`config.mk`:
```
export PLATFORM = sky130hd
export DESIGN_NAME = ide_rd_prefetch
export DESIGN_NICKNAME = d
export VERILOG_FILES = /design/src/rtl/ide_pf_pkg.sv /design/src/rtl/ide_pf_cmd.sv /design/src/rtl/ide_pf_queue.sv /design/src/rtl/ide_pf_sector.sv /design/src/rtl/ide_rd_prefetch.sv
export SDC_FILE = /design/constraint.sdc
export NUM_CORES = 1
export LEC_CHECK = 0
export BUFFER_PORTS_ARGS = -buffer_cell sky130_fd_sc_hd__buf_2
export CAP_MARGIN = 10
export CORE_ASPECT_RATIO = 1.75
export CORE_MARGIN = 1.5
export CORE_UTILIZATION = 51
export DETAILED_ROUTE_END_ITERATION = 6
export PLACE_DENSITY = 0.73
export SETUP_SLACK_MARGIN = 0.3
export SLEW_MARGIN = 0
export SYNTH_ARGS = -nofsm -noshare
export SYNTH_HDL_FRONTEND = slang
export SYNTH_SLANG_ARGS = --single-unit
export TNS_END_PERCENT = 30
```
`constraint.sdc`:
```
create_clock -name clk -period 3.2 [get_ports clk]
set_input_delay 0.16 -clock clk [delete_from_list [all_inputs] [get_ports clk]]
set_output_delay 0.16 -clock clk [all_outputs]
set_load 0.02 [all_outputs]
```
`src/rtl/ide_pf_pkg.sv`:
```
package ide_pf_pkg;

    typedef enum logic [1:0] {
        PF_OFF   = 2'b00,
        PF_TWO   = 2'b01,
        PF_THREE = 2'b10,
        PF_RSVD  = 2'b11
    } pf_mode_e;

    typedef enum logic [1:0] {
        RSP_NONE  = 2'b00,
        RSP_ACK   = 2'b01,
        RSP_RETRY = 2'b10,
        RSP_SIZE  = 2'b11
    } rsp_kind_e;

    function automatic logic is_read_opcode(input logic [7:0] op);
        return (op == 8'h20) || (op == 8'hC4) || (op == 8'hE4);
    endfunction

    function automatic logic [1:0] mode_depth(input pf_mode_e m);
        case (m)
            PF_TWO:   return 2'd2;
            PF_THREE: return 2'd3;
            default:  return 2'd0;
        endcase
    endfunction

    function automatic logic mode_enabled(input pf_mode_e m);
        return (m == PF_TWO) || (m == PF_THREE);
    endfunction

endpackage

```
`src/rtl/ide_pf_cmd.sv`:
```
module ide_pf_cmd
    import ide_pf_pkg::*;
(
    input  logic       clk,
    input  logic       rst_n,
    input  logic       cmd_wr_i,
    input  logic [7:0] opcode_i,
    input  logic [1:0] mode_i,
    output logic       active_o,
    output logic       mode_on_o,
    output logic [1:0] depth_o,
    output logic       epoch_o
);

    typedef struct packed {
        logic     epoch;
        logic     rd_op;
        pf_mode_e mode;
    } cmd_t;

    cmd_t cmd_d, cmd_q;

    always_comb begin
        cmd_d = cmd_q;
        if (cmd_wr_i) begin
            cmd_d.epoch = ~cmd_q.epoch;
            cmd_d.rd_op = is_read_opcode(opcode_i);
            cmd_d.mode  = pf_mode_e'(mode_i);
        end
    end

    always_ff @(posedge clk or negedge rst_n) begin
        if (!rst_n) cmd_q <= '{epoch: 1'b0, rd_op: 1'b0, mode: PF_OFF};
        else        cmd_q <= cmd_d;
    end

    assign mode_on_o = mode_enabled(cmd_q.mode);
    assign active_o  = mode_on_o && cmd_q.rd_op;
    assign depth_o   = mode_depth(cmd_q.mode);
    assign epoch_o   = cmd_q.epoch;

endmodule

```
`src/rtl/ide_pf_queue.sv`:
```
module ide_pf_queue #(
    parameter int DEPTH = 4,
    parameter int W     = 32,
    localparam int AW   = (DEPTH > 1) ? $clog2(DEPTH) : 1,
    localparam int CW   = $clog2(DEPTH + 1)
) (
    input  logic          clk,
    input  logic          rst_n,
    input  logic          flush_i,
    input  logic          push_i,
    input  logic [W-1:0]  data_i,
    input  logic          pop_i,
    output logic [W-1:0]  head_o,
    output logic [CW-1:0] count_o
);

    typedef struct packed {
        logic [DEPTH-1:0][W-1:0] mem;
        logic [AW-1:0]           rd;
        logic [AW-1:0]           wr;
        logic [CW-1:0]           cnt;
    } q_t;

    q_t q_d, q_q;
    logic do_push, do_pop;

    function automatic logic [AW-1:0] bump(input logic [AW-1:0] p);
        return (p == AW'(DEPTH - 1)) ? '0 : p + AW'(1);
    endfunction

    always_comb begin
        q_d     = q_q;
        do_pop  = pop_i && (q_q.cnt != '0);
        do_push = push_i && ((q_q.cnt != CW'(DEPTH)) || do_pop);
        if (flush_i) begin
            q_d.rd  = '0;
            q_d.wr  = '0;
            q_d.cnt = '0;
        end else begin
            if (do_push) begin
                q_d.mem[q_q.wr] = data_i;
                q_d.wr          = bump(q_q.wr);
            end
            if (do_pop) q_d.rd = bump(q_q.rd);
            case ({do_push, do_pop})
                2'b10:   q_d.cnt = q_q.cnt + CW'(1);
                2'b01:   q_d.cnt = q_q.cnt - CW'(1);
                default: q_d.cnt = q_q.cnt;
            endcase
        end
    end

    always_ff @(posedge clk or negedge rst_n) begin
        if (!rst_n) q_q <= '0;
        else        q_q <= q_d;
    end

    assign head_o  = q_q.mem[q_q.rd];
    assign count_o = q_q.cnt;

endmodule

```
`src/rtl/ide_pf_sector.sv`:
```
module ide_pf_sector #(
    parameter int SECTOR_DW = 128,
    localparam int OW       = $clog2(SECTOR_DW + 1)
) (
    input  logic          clk,
    input  logic          rst_n,
    input  logic          clear_i,
    input  logic          step_i,
    output logic          room_o,
    output logic [OW-1:0] off_o
);

    typedef struct packed {
        logic [OW-1:0] off;
    } sec_t;

    sec_t sec_d, sec_q;

    always_comb begin
        sec_d = sec_q;
        if (clear_i)     sec_d.off = '0;
        else if (step_i) sec_d.off = sec_q.off + OW'(1);
    end

    always_ff @(posedge clk or negedge rst_n) begin
        if (!rst_n) sec_q <= '0;
        else        sec_q <= sec_d;
    end

    assign room_o = sec_q.off < OW'(SECTOR_DW);
    assign off_o  = sec_q.off;

endmodule

```
`src/rtl/ide_rd_prefetch.sv`:
```
module ide_rd_prefetch
    import ide_pf_pkg::*;
#(
    parameter int              ADDR_W       = 16,
    parameter int              DATA_W       = 32,
    parameter int              QUEUE_DEPTH  = 4,
    parameter int              SECTOR_BYTES = 512,
    parameter logic [ADDR_W-1:0] DATA_PORT  = 16'h01F0,
    parameter logic [ADDR_W-1:0] CMD_PORT   = 16'h01F7
) (
    input  logic              clk,
    input  logic              rst_n,
    input  logic [1:0]        mode_i,
    input  logic              pio_valid_i,
    input  logic              pio_write_i,
    input  logic [ADDR_W-1:0] pio_addr_i,
    input  logic [DATA_W/8-1:0] pio_be_i,
    input  logic [DATA_W-1:0] pio_wdata_i,
    output logic              pio_ack_o,
    output logic              pio_retry_o,
    output logic              pio_size_err_o,
    output logic [DATA_W-1:0] pio_rdata_o,
    output logic              req_valid_o,
    input  logic              req_ready_i,
    output logic              req_epoch_o,
    input  logic              rsp_valid_i,
    input  logic [DATA_W-1:0] rsp_data_i,
    input  logic              rsp_epoch_i
);

    localparam int BE_W      = DATA_W / 8;
    localparam int SECTOR_DW = SECTOR_BYTES / BE_W;
    localparam int CW        = $clog2(QUEUE_DEPTH + 1);
    localparam int OCW       = CW + 1;
    localparam int OW        = $clog2(SECTOR_DW + 1);

    typedef struct packed {
        logic [CW-1:0]     outst;
        logic              dem_want;
        rsp_kind_e         kind;
        logic [DATA_W-1:0] rdata;
    } ctl_t;

    ctl_t ctl_d, ctl_q;

    logic          cmd_active, cmd_mode_on, cur_epoch;
    logic [1:0]    cmd_depth;
    logic [CW-1:0] q_cnt;
    logic [DATA_W-1:0] q_head;
    logic          sec_room;
    logic [OW-1:0] sec_off;

    logic          data_rd, cmd_wr, size_ok;
    logic [OCW-1:0] occ;
    logic          pf_want, req_fire, take, pop;

    ide_pf_cmd u_cmd (
        .clk       (clk),
        .rst_n     (rst_n),
        .cmd_wr_i  (cmd_wr),
        .opcode_i  (pio_wdata_i[7:0]),
        .mode_i    (mode_i),
        .active_o  (cmd_active),
        .mode_on_o (cmd_mode_on),
        .depth_o   (cmd_depth),
        .epoch_o   (cur_epoch)
    );

    ide_pf_queue #(.DEPTH(QUEUE_DEPTH), .W(DATA_W)) u_queue (
        .clk     (clk),
        .rst_n   (rst_n),
        .flush_i (cmd_wr),
        .push_i  (take),
        .data_i  (rsp_data_i),
        .pop_i   (pop),
        .head_o  (q_head),
        .count_o (q_cnt)
    );

    ide_pf_sector #(.SECTOR_DW(SECTOR_DW)) u_sector (
        .clk     (clk),
        .rst_n   (rst_n),
        .clear_i (cmd_wr),
        .step_i  (req_fire && pf_want),
        .room_o  (sec_room),
        .off_o   (sec_off)
    );

    always_comb begin
        ctl_d    = ctl_q;
        data_rd  = pio_valid_i && !pio_write_i && (pio_addr_i == DATA_PORT);
        cmd_wr   = pio_valid_i &&  pio_write_i && (pio_addr_i == CMD_PORT);
        size_ok  = !cmd_mode_on || (pio_be_i == {BE_W{1'b1}});
        occ      = OCW'(q_cnt) + OCW'(ctl_q.outst);
        pf_want  = cmd_active && sec_room && (occ < OCW'(cmd_depth));
        req_fire = (pf_want || ctl_q.dem_want) && req_ready_i;
        take     = rsp_valid_i && (rsp_epoch_i == cur_epoch)
                   && (ctl_q.outst != '0) && !cmd_wr;
        pop      = data_rd && size_ok && (q_cnt != '0);

        // outstanding request count
        if (cmd_wr) begin
            ctl_d.outst = '0;
        end else begin
            case ({req_fire, take})
                2'b10:   ctl_d.outst = ctl_q.outst + CW'(1);
                2'b01:   ctl_d.outst = ctl_q.outst - CW'(1);
                default: ctl_d.outst = ctl_q.outst;
            endcase
        end

        // demand request when prefetch does not cover the read
        if (cmd_wr) begin
            ctl_d.dem_want = 1'b0;
        end else if (ctl_q.dem_want) begin
            if (req_fire) ctl_d.dem_want = 1'b0;
        end else if (data_rd && size_ok && (q_cnt == '0)
                     && !(cmd_active && sec_room) && (ctl_q.outst == '0)) begin
            ctl_d.dem_want = 1'b1;
        end

        // registered PCI-side response
        ctl_d.rdata = '0;
        if (data_rd) begin
            if (!size_ok) begin
                ctl_d.kind = RSP_SIZE;
            end else if (q_cnt != '0) begin
                ctl_d.kind  = RSP_ACK;
                ctl_d.rdata = q_head;
            end else begin
                ctl_d.kind = RSP_RETRY;
            end
        end else if (cmd_wr) begin
            ctl_d.kind = RSP_ACK;
        end else begin
            ctl_d.kind = RSP_NONE;
        end
    end

    always_ff @(posedge clk or negedge rst_n) begin
        if (!rst_n) ctl_q <= '{outst: '0, dem_want: 1'b0, kind: RSP_NONE, rdata: '0};
        else        ctl_q <= ctl_d;
    end

    assign req_valid_o    = pf_want || ctl_q.dem_want;
    assign req_epoch_o    = cur_epoch;
    assign pio_ack_o      = (ctl_q.kind == RSP_ACK);
    assign pio_retry_o    = (ctl_q.kind == RSP_RETRY);
    assign pio_size_err_o = (ctl_q.kind == RSP_SIZE);
    assign pio_rdata_o    = ctl_q.rdata;

endmodule

```
==> run_results.csv, run 1 <==
group,metric,value,unit
status,status,"finished, final reports clean",
power,p_leak,4.60,nW
timing,timing.final.hold_violations,0,
logic_synthesis,yosys_warnings,0,
route,drc,0,
layout,n_antenna_cell,0,
setup_path,critical_path.cell_chain,"ha_2 > inv_1 > fa_1 > inv_2 > ha_4 > a2111o_1 > o21bai_4 > a211oi_2 > fa_2 > a211oi_2 > o21ai_1 > nor3b_2",
logic_synthesis,synth_ff_type,"dfrtp_1",
layout,area.growth.synth_to_final,18.0,%
layout,final_util,61.2,%
timing,finalClockSkew,0.00985,ns
job,maxCapViolations,0,
timing,clock.fmax,328,MHz
setup_path,crit_type,"reg -> reg",
timing,max_slew.worst_pin.slew,0.968,ns
timing,final.period_utilization,95.4,%
logic_synthesis,yosys.area.top_type,"dfrtp_1",
placement,io_buffers,105,
setup_path,crit_buf_inv,2,
logic_synthesis,synthesis.area,8490,sq um
grt,antenna_found_initial,0,
layout,seq_area,4630,sq um
setup_path,critPathCaptureType,"flip-flop",
logic_synthesis,synth_edf_count,0,
placement,gp_congestion,0.779,
setup_path,critPathRequiredTime,3.49,ns
floorplan,core,16400,sq um
layout,drive_gt1_share,48.1,%
setup_path,crit_top_cell,"a211oi_2",
min_path,hold_path_startpoint,"rsp_data_i[11]",
power,combinationalPowerShare,26.2,%
layout,multi_input_area,3440,sq um
logic_synthesis,syn_nets,688,
clock_tree,cts_htree_levels,4,
setup_path,start_kind,"flip-flop",
timing,setup_violations,0,
setup_path,crit_slowest_cell,"fa_1",
route,antenna_left,0,
route,vias_per_cell,5.44,
floorplan,rows,62,
logic_synthesis,synthTopCellsByCount,"dfrtp_1 (185), mux2_2 (121), nor2b_1 (38)",
layout,fin_cells,933,
floorplan,die_width,101,microns
clock_tree,cts.sinks,185,
timing,rsz0062_at_grt,"true",
clock_tree,clk_latency,0.42,ns
placement,hpwl,10600,microns
logic_synthesis,yosys-top-cells-area,"dfrtp_1 (54%), mux2_2 (16%), mux4_2 (8.5%)",
grt,grt_pass1_vias,5394,
power,power_density,781,nW/um^2
logic_synthesis,synthCells,581,
min_path,hp-class,"in -> reg",
timing,setup_ws,0.148,ns
grt,grt_usage,20.0,%
placement,dpl_worst_slack,0.0942,ns
setup_path,setup.worst_path.start,"u_queue.count_o[0]",
power,intPower,5.76,mW
setup_path,path_max_fanout,2,
timing,maxSlewHeadroom,35.5,%
layout,nFillCells,1237,
logic_synthesis,synth.avg_cell_area,14.6,sq um
timing,period_minus_slack,3.05,ns
floorplan,pin_count,130,
logic_synthesis,synth.distinct_cells,56,
floorplan,start_util,51.9,%
power,p_total,7.83,mW
grt,grt-ovfl-total,0,
timing,slew_viol_final,0,
grt,grt_max_degree,143,
setup_path,critPathArrivalTime,3.34,ns
setup_path,crit_family,"adder cells",
route,dr.pass1.iters,4,
clock_tree,cts_buffer_depth,2,
timing,fin_tns_setup,0,ns
power,pwr-share-seq,46.3,%
clock_tree,root_buffer,"clkbuf_16",
logic_synthesis,asyncSetResetFlopFracSynth,100,%
logic_synthesis,synth.top_cell.area_share,54.5,%
route,finalWirelength,16800,microns
layout,finalNetCount,804,
floorplan,fp.dieArea,17500,sq um
clock_tree,numCtsBuffers,17,
logic_synthesis,synth-seq-cells,185,
logic_synthesis,yosysSeqAreaShare,54.5,%
logic_synthesis,yosysMostFrequentCell,"dfrtp_1",
power,p_sw_share,26.4,%
setup_path,cp_slowest_stage_delay,0.50,ns
route,drt_iter0_drc,251,
setup_path,timing.rr.start,"u_queue.count_o[0]",
power,p_sw,2.07,mW
power,ir_drop,0.432,mV
grt,grt_pass1_wl,26800,microns
clock_tree,cts_tree,"built",
floorplan,die_h,174,microns
placement,dp_cells,866,
clock_tree,clkTransAtPathRegs,0.07,ns
route,wire_per_inst,18.0,microns
power,p_clk_share,27.5,%
route,vias,5071,
[power groups by stage]
stage               sequential (mW)  combinational, mW  clock (mW)
finish                         3.63               2.05        2.15
global route                   3.71               2.23        2.28
CTS                            3.62               1.99        2.20
detailed placement             3.67               1.94           0
global placement               3.56               1.84           0
floorplan                      3.51               1.56           0
[sequential cells by signal, summed over array words and instances, names as in the netlist]
signal	count
u_sector.off_o	8
u_queue.q_q	132
u_cmd.epoch_o	1
pio_rdata_o	32
ctl_q	6
u_queue.count_o	3
u_cmd.cmd_q	3
[what timing repair did]
action | CTS | global route
endpoints found under the setup margin | 2 | 12
hold buffers | 29 | 0
resized for setup | 2 | 7
hold endpoints to repair | 75 | 0
pin swaps | 2 | 6
setup buffers | 2 | 4
[worst reg2reg max path: stages, from the launching register on]
cell and delay, ns:
dfrtp_1 0.36, ha_2 0.19, inv_1 0.05, fa_1 0.50, inv_2 0.05, ha_4 0.20, a2111o_1 0.41, o21bai_4 0.15
a211oi_2 0.09, fa_2 0.38, a211oi_2 0.27, o21ai_1 0.12, nor3b_2 0.16
[layout by cell type, fill, tap and decap left out, types with 3 or more instances in the layout]
master	synthesis	routed
and4_1	4	4
clkinvlp_4	0	4
mux2_1	3	3
o21ai_0	6	5
and3_1	4	4
a21oi_1	8	8
inv_1	8	7
nor3_1	6	5
clkbuf_16	0	17
nand2_2	4	4
nand2_1	7	7
xnor2_1	3	3
nor2_1	18	18
or3_1	3	3
buf_2	1	104
bufinv_16	0	3
dfrtp_1	185	183
nand3_1	6	6
nor3b_1	4	3
ha_1	11	9
inv_6	0	4
nor2b_1	38	38
mux2_2	121	121
nand4_1	4	4
dlygate4sd3_1	0	29
buf_4	33	19
mux2_4	5	5
xor2_1	7	7
mux4_2	32	32
[worst paths after layout]
check,end,slack (ns),cells after the start
max in group asynchronous,pio_rdata_o[17],1.79,4
min in group asynchronous,pio_rdata_o[28],0.22,2
hold reg to reg,u_queue.q_q[7],0.50,1
setup / recovery,ctl_q[37],0.15,12
setup reg to reg,ctl_q[37],0.15,12
hold / removal,u_queue.q_q[114],0.02,2
[final cells by class]
type                    instances  share of cell area, %
repair buffers                156                   10.3
flip-flops and latches        185                   46.2
clock buffers                  18                   4.38
well taps                     224                   2.80
inverters                       8                  0.300
clock inverters                13                   1.65
multi-input cells             329                   34.3
[per-stage QoR]
step,hold slack [ns],cell area [sq um]
2_1_floorplan,-0.136,8500
3_3_place_gp,0.371,9020
3_5_place_dp,0.380,9020
4_1_cts,0.00549,9930
5_1_grt,0.0196,10000
6_report,0.0224,10000
[cells by family after synthesis]
logic type / count (synthesis) / synth area share (%)
muxes: 163 / 26.0
buffers and inverters: 67 / 5.52
xor gates and xnor gates: 10 / 1.03
AOI/OAI and AO/OA: 26 / 2.14
adders and majority gates: 14 / 2.33
and+or+nand+nor: 116 / 8.44
DFF: 185 / 54.5
[per-layer routing]
layer	vias up	wire, microns	global-route usage, %	share of wire, %
met4	0	343	8.63	2.0
li1	2278	-	-	-
met2	144	8970	35.0	53
met5	-	0	0	0
met3	25	654	3.63	3.9
met1	2624	6800	23.9	41
Power figures use the tool's default switching activity.
==> run 2, diff against run 1 <==
--- a/config.mk
+++ b/config.mk
@@ -9,9 +9,9 @@
 export CAP_MARGIN = 10
 export CORE_ASPECT_RATIO = 1.75
 export CORE_MARGIN = 1.5
-export CORE_UTILIZATION = 51
+export CORE_UTILIZATION = 50
 export DETAILED_ROUTE_END_ITERATION = 6
-export PLACE_DENSITY = 0.73
+export PLACE_DENSITY = 0.71
 export SETUP_SLACK_MARGIN = 0.3
 export SLEW_MARGIN = 0
 export SYNTH_ARGS = -nofsm -noshare
==> constraint.sdc (replaced) <==
create_clock -name clk -period 3.2 [get_ports clk]
set_input_delay 0.16 -clock clk [delete_from_list [all_inputs] [get_ports clk]]
set_output_delay 0.16 -clock clk [all_outputs]
set_load 0.05 [all_outputs]
==> run 2 against run 1 <==
  * Setup slack got worse by 0.11 ns
  * First-iteration DRC count fell by 43%
  * Flip-flop and latch count did not move
  * Worst hold slack got worse by 0.011 ns
  * Critical path depth is the same
  * Maximum frequency decreased by 3.4%
  * Critical endpoint unchanged
==> run_results.csv, run 2 (synthesis gave the netlist of run 1 again) <==
group,metric,value,unit
status,status,"finished, final reports clean",
floorplan,rows,62,
job,maxCapViolations,0,
setup_path,critPathArrivalTime,3.44,ns
grt,antenna_found_initial,0,
layout,final_common_cell,"dfrtp_1",
setup_path,critPathCaptureType,"flip-flop",
route,vias,4921,
timing,timing.final.hold_violations,0,
setup_path,crit_slowest_cell,"fa_1",
setup_path,crit_type,"reg -> reg",
route,vias_per_cell,5.40,
layout,drive_gt1_share,49.9,%
floorplan,core,16500,sq um
floorplan,fp.dieArea,17800,sq um
grt,grt_pass1_vias,5453,
route,finalWirelength,17000,microns
grt,grt_usage,20.3,%
route,wire_per_inst,18.6,microns
setup_path,cp_slowest_stage_delay,0.48,ns
clock_tree,cts_buffer_depth,2,
layout,largest-register,"u_queue.q_q",
layout,area.growth.synth_to_final,15.1,%
timing,setup_violations,0,
clock_tree,cts.sinks,185,
power,power_density,789,nW/um^2
power,p_total,7.71,mW
placement,hpwl,11100,microns
clock_tree,clkTransAtPathRegs,0.08,ns
layout,final_util,59.2,%
layout,mostFrequentLayoutCells,"dfrtp_1 (183), mux2_2 (121), buf_2 (103)",
layout,finalNetCount,782,
timing,max_slew.worst_pin.slew,0.940,ns
timing,slew_viol_final,0,
grt,grt_pass1_wl,27500,microns
layout,n_antenna_cell,0,
route,drc,0,
clock_tree,cts_htree_levels,4,
timing,finalClockSkew,0.0133,ns
timing,holdWs,0.0115,ns
timing,maxSlewHeadroom,37.3,%
power,p_leak,4.50,nW
min_path,hold_path_startpoint,"rsp_data_i[24]",
floorplan,start_util,51.4,%
setup_path,crit_buf_inv,2,
timing,period_minus_slack,3.16,ns
route,dr.pass1.iters,4,
setup_path,start_kind,"flip-flop",
grt,grt_max_degree,95,
clock_tree,cts_tree,"built",
floorplan,die_h,175,microns
placement,io_buffers,105,
setup_path,crit_top_cell,"inv_2",
power,ir_drop,0.574,mV
placement,gp_congestion,0.824,
timing,final.period_utilization,98.7,%
setup_path,path_max_fanout,2,
route,antenna_left,0,
grt,grt-ovfl-total,0,
floorplan,pin_count,130,
clock_tree,clk_latency,0.42,ns
clock_tree,numCtsBuffers,17,
route,drt_iter0_drc,142,
setup_path,timing.rr.start,"ctl_q[35]",
setup_path,setup.worst_path.start,"ctl_q[35]",
floorplan,die_width,102,microns
setup_path,critical_path.cell_chain,"ha_2 > inv_2 > fa_1 > inv_2 > ha_4 > a2111o_1 > o21bai_4 > a211oi_2 > fa_2 > a211oi_4 > o21ai_1 > nor3b_2",
layout,largest_reg_flops,132,
clock_tree,root_buffer,"clkbuf_16",
min_path,hp-class,"in -> reg",
setup_path,crit_family,"adder cells",
layout,nFillCells,1328,
timing,rsz0062_at_grt,"true",
setup_path,critPathRequiredTime,3.48,ns
timing,clock.fmax,317,MHz
==> run 2: cell types whose count changed in the layout (fill, tap and decap cells not counted), sizes merged <==
| cell | change |
|---|---|
| clkinvlp | -2 |
| inv | +4 |
| dlygate4sd3 | -22 |
| bufinv | -2 |
==> run 2: layout make-up <==
class	instances	area, sq um	share of cell area (%)
Sequential cell	185	4630	47.4
Multi-Input combinational cell	329	3460	35.4
Timing Repair Buffer	134	801	8.19
Clock buffer	18	439	4.49
Tap cell	224	280	2.87
Clock inverter	13	133	1.36
Inverter	8	30.0	0.307
==> run 2: repair_timing <==
item,in CTS,in global routing
hold buffers,7,0
gates resized for setup,1,15
pin swaps,1,8
endpoints found under the setup margin,3,8
hold endpoints to repair,97,0
setup buffers,1,4
==> run 2: metal layers <==
| layer | vias to the layer above | wire (microns) | GRT usage, % |
|---|---|---|---|
| met3 | 22 | 541 | 3.54 |
| met5 | - | 0 | 0 |
| met2 | 109 | 9150 | 36.1 |
| met4 | 0 | 290 | 6.25 |
| li1 | 2242 | - | - |
| met1 | 2548 | 6980 | 24.7 |
==> run 2: where the power goes <==
group	total, mW	leakage (nW)	switching, mW	internal, mW
Clock	2.05	0.280	0.933	1.12
Sequential	3.62	2.32	0.438	3.19
Combinational	2.04	1.89	0.733	1.30
==> run 2: final timing paths <==
check | end | slack, ns | cells after the start
worst max-delay path | ctl_q[37] | 0.04 | 12
worst min-delay path | u_queue.q_q[63] | 0.01 | 2
worst max register to register | ctl_q[37] | 0.04 | 12
worst min register to register | u_queue.q_q[104] | 0.50 | 1
max in group asynchronous | u_queue.q_q[100] | 1.87 | 3
min in group asynchronous | pio_rdata_o[30] | 0.34 | 2
==> run 2: through the flow <==
stage	std cells	cell area, sq um	setup slack, ns	TNS, ns
after floorplan	581	8510	-0.0670	-0.0670
after global placement	868	9040	0.195	0
after detailed placement	868	9040	0.0726	0
after CTS	907	9690	0.0936	0
after global routing	911	9780	-0.0624	-0.0624
final	911	9780	0.0409	0
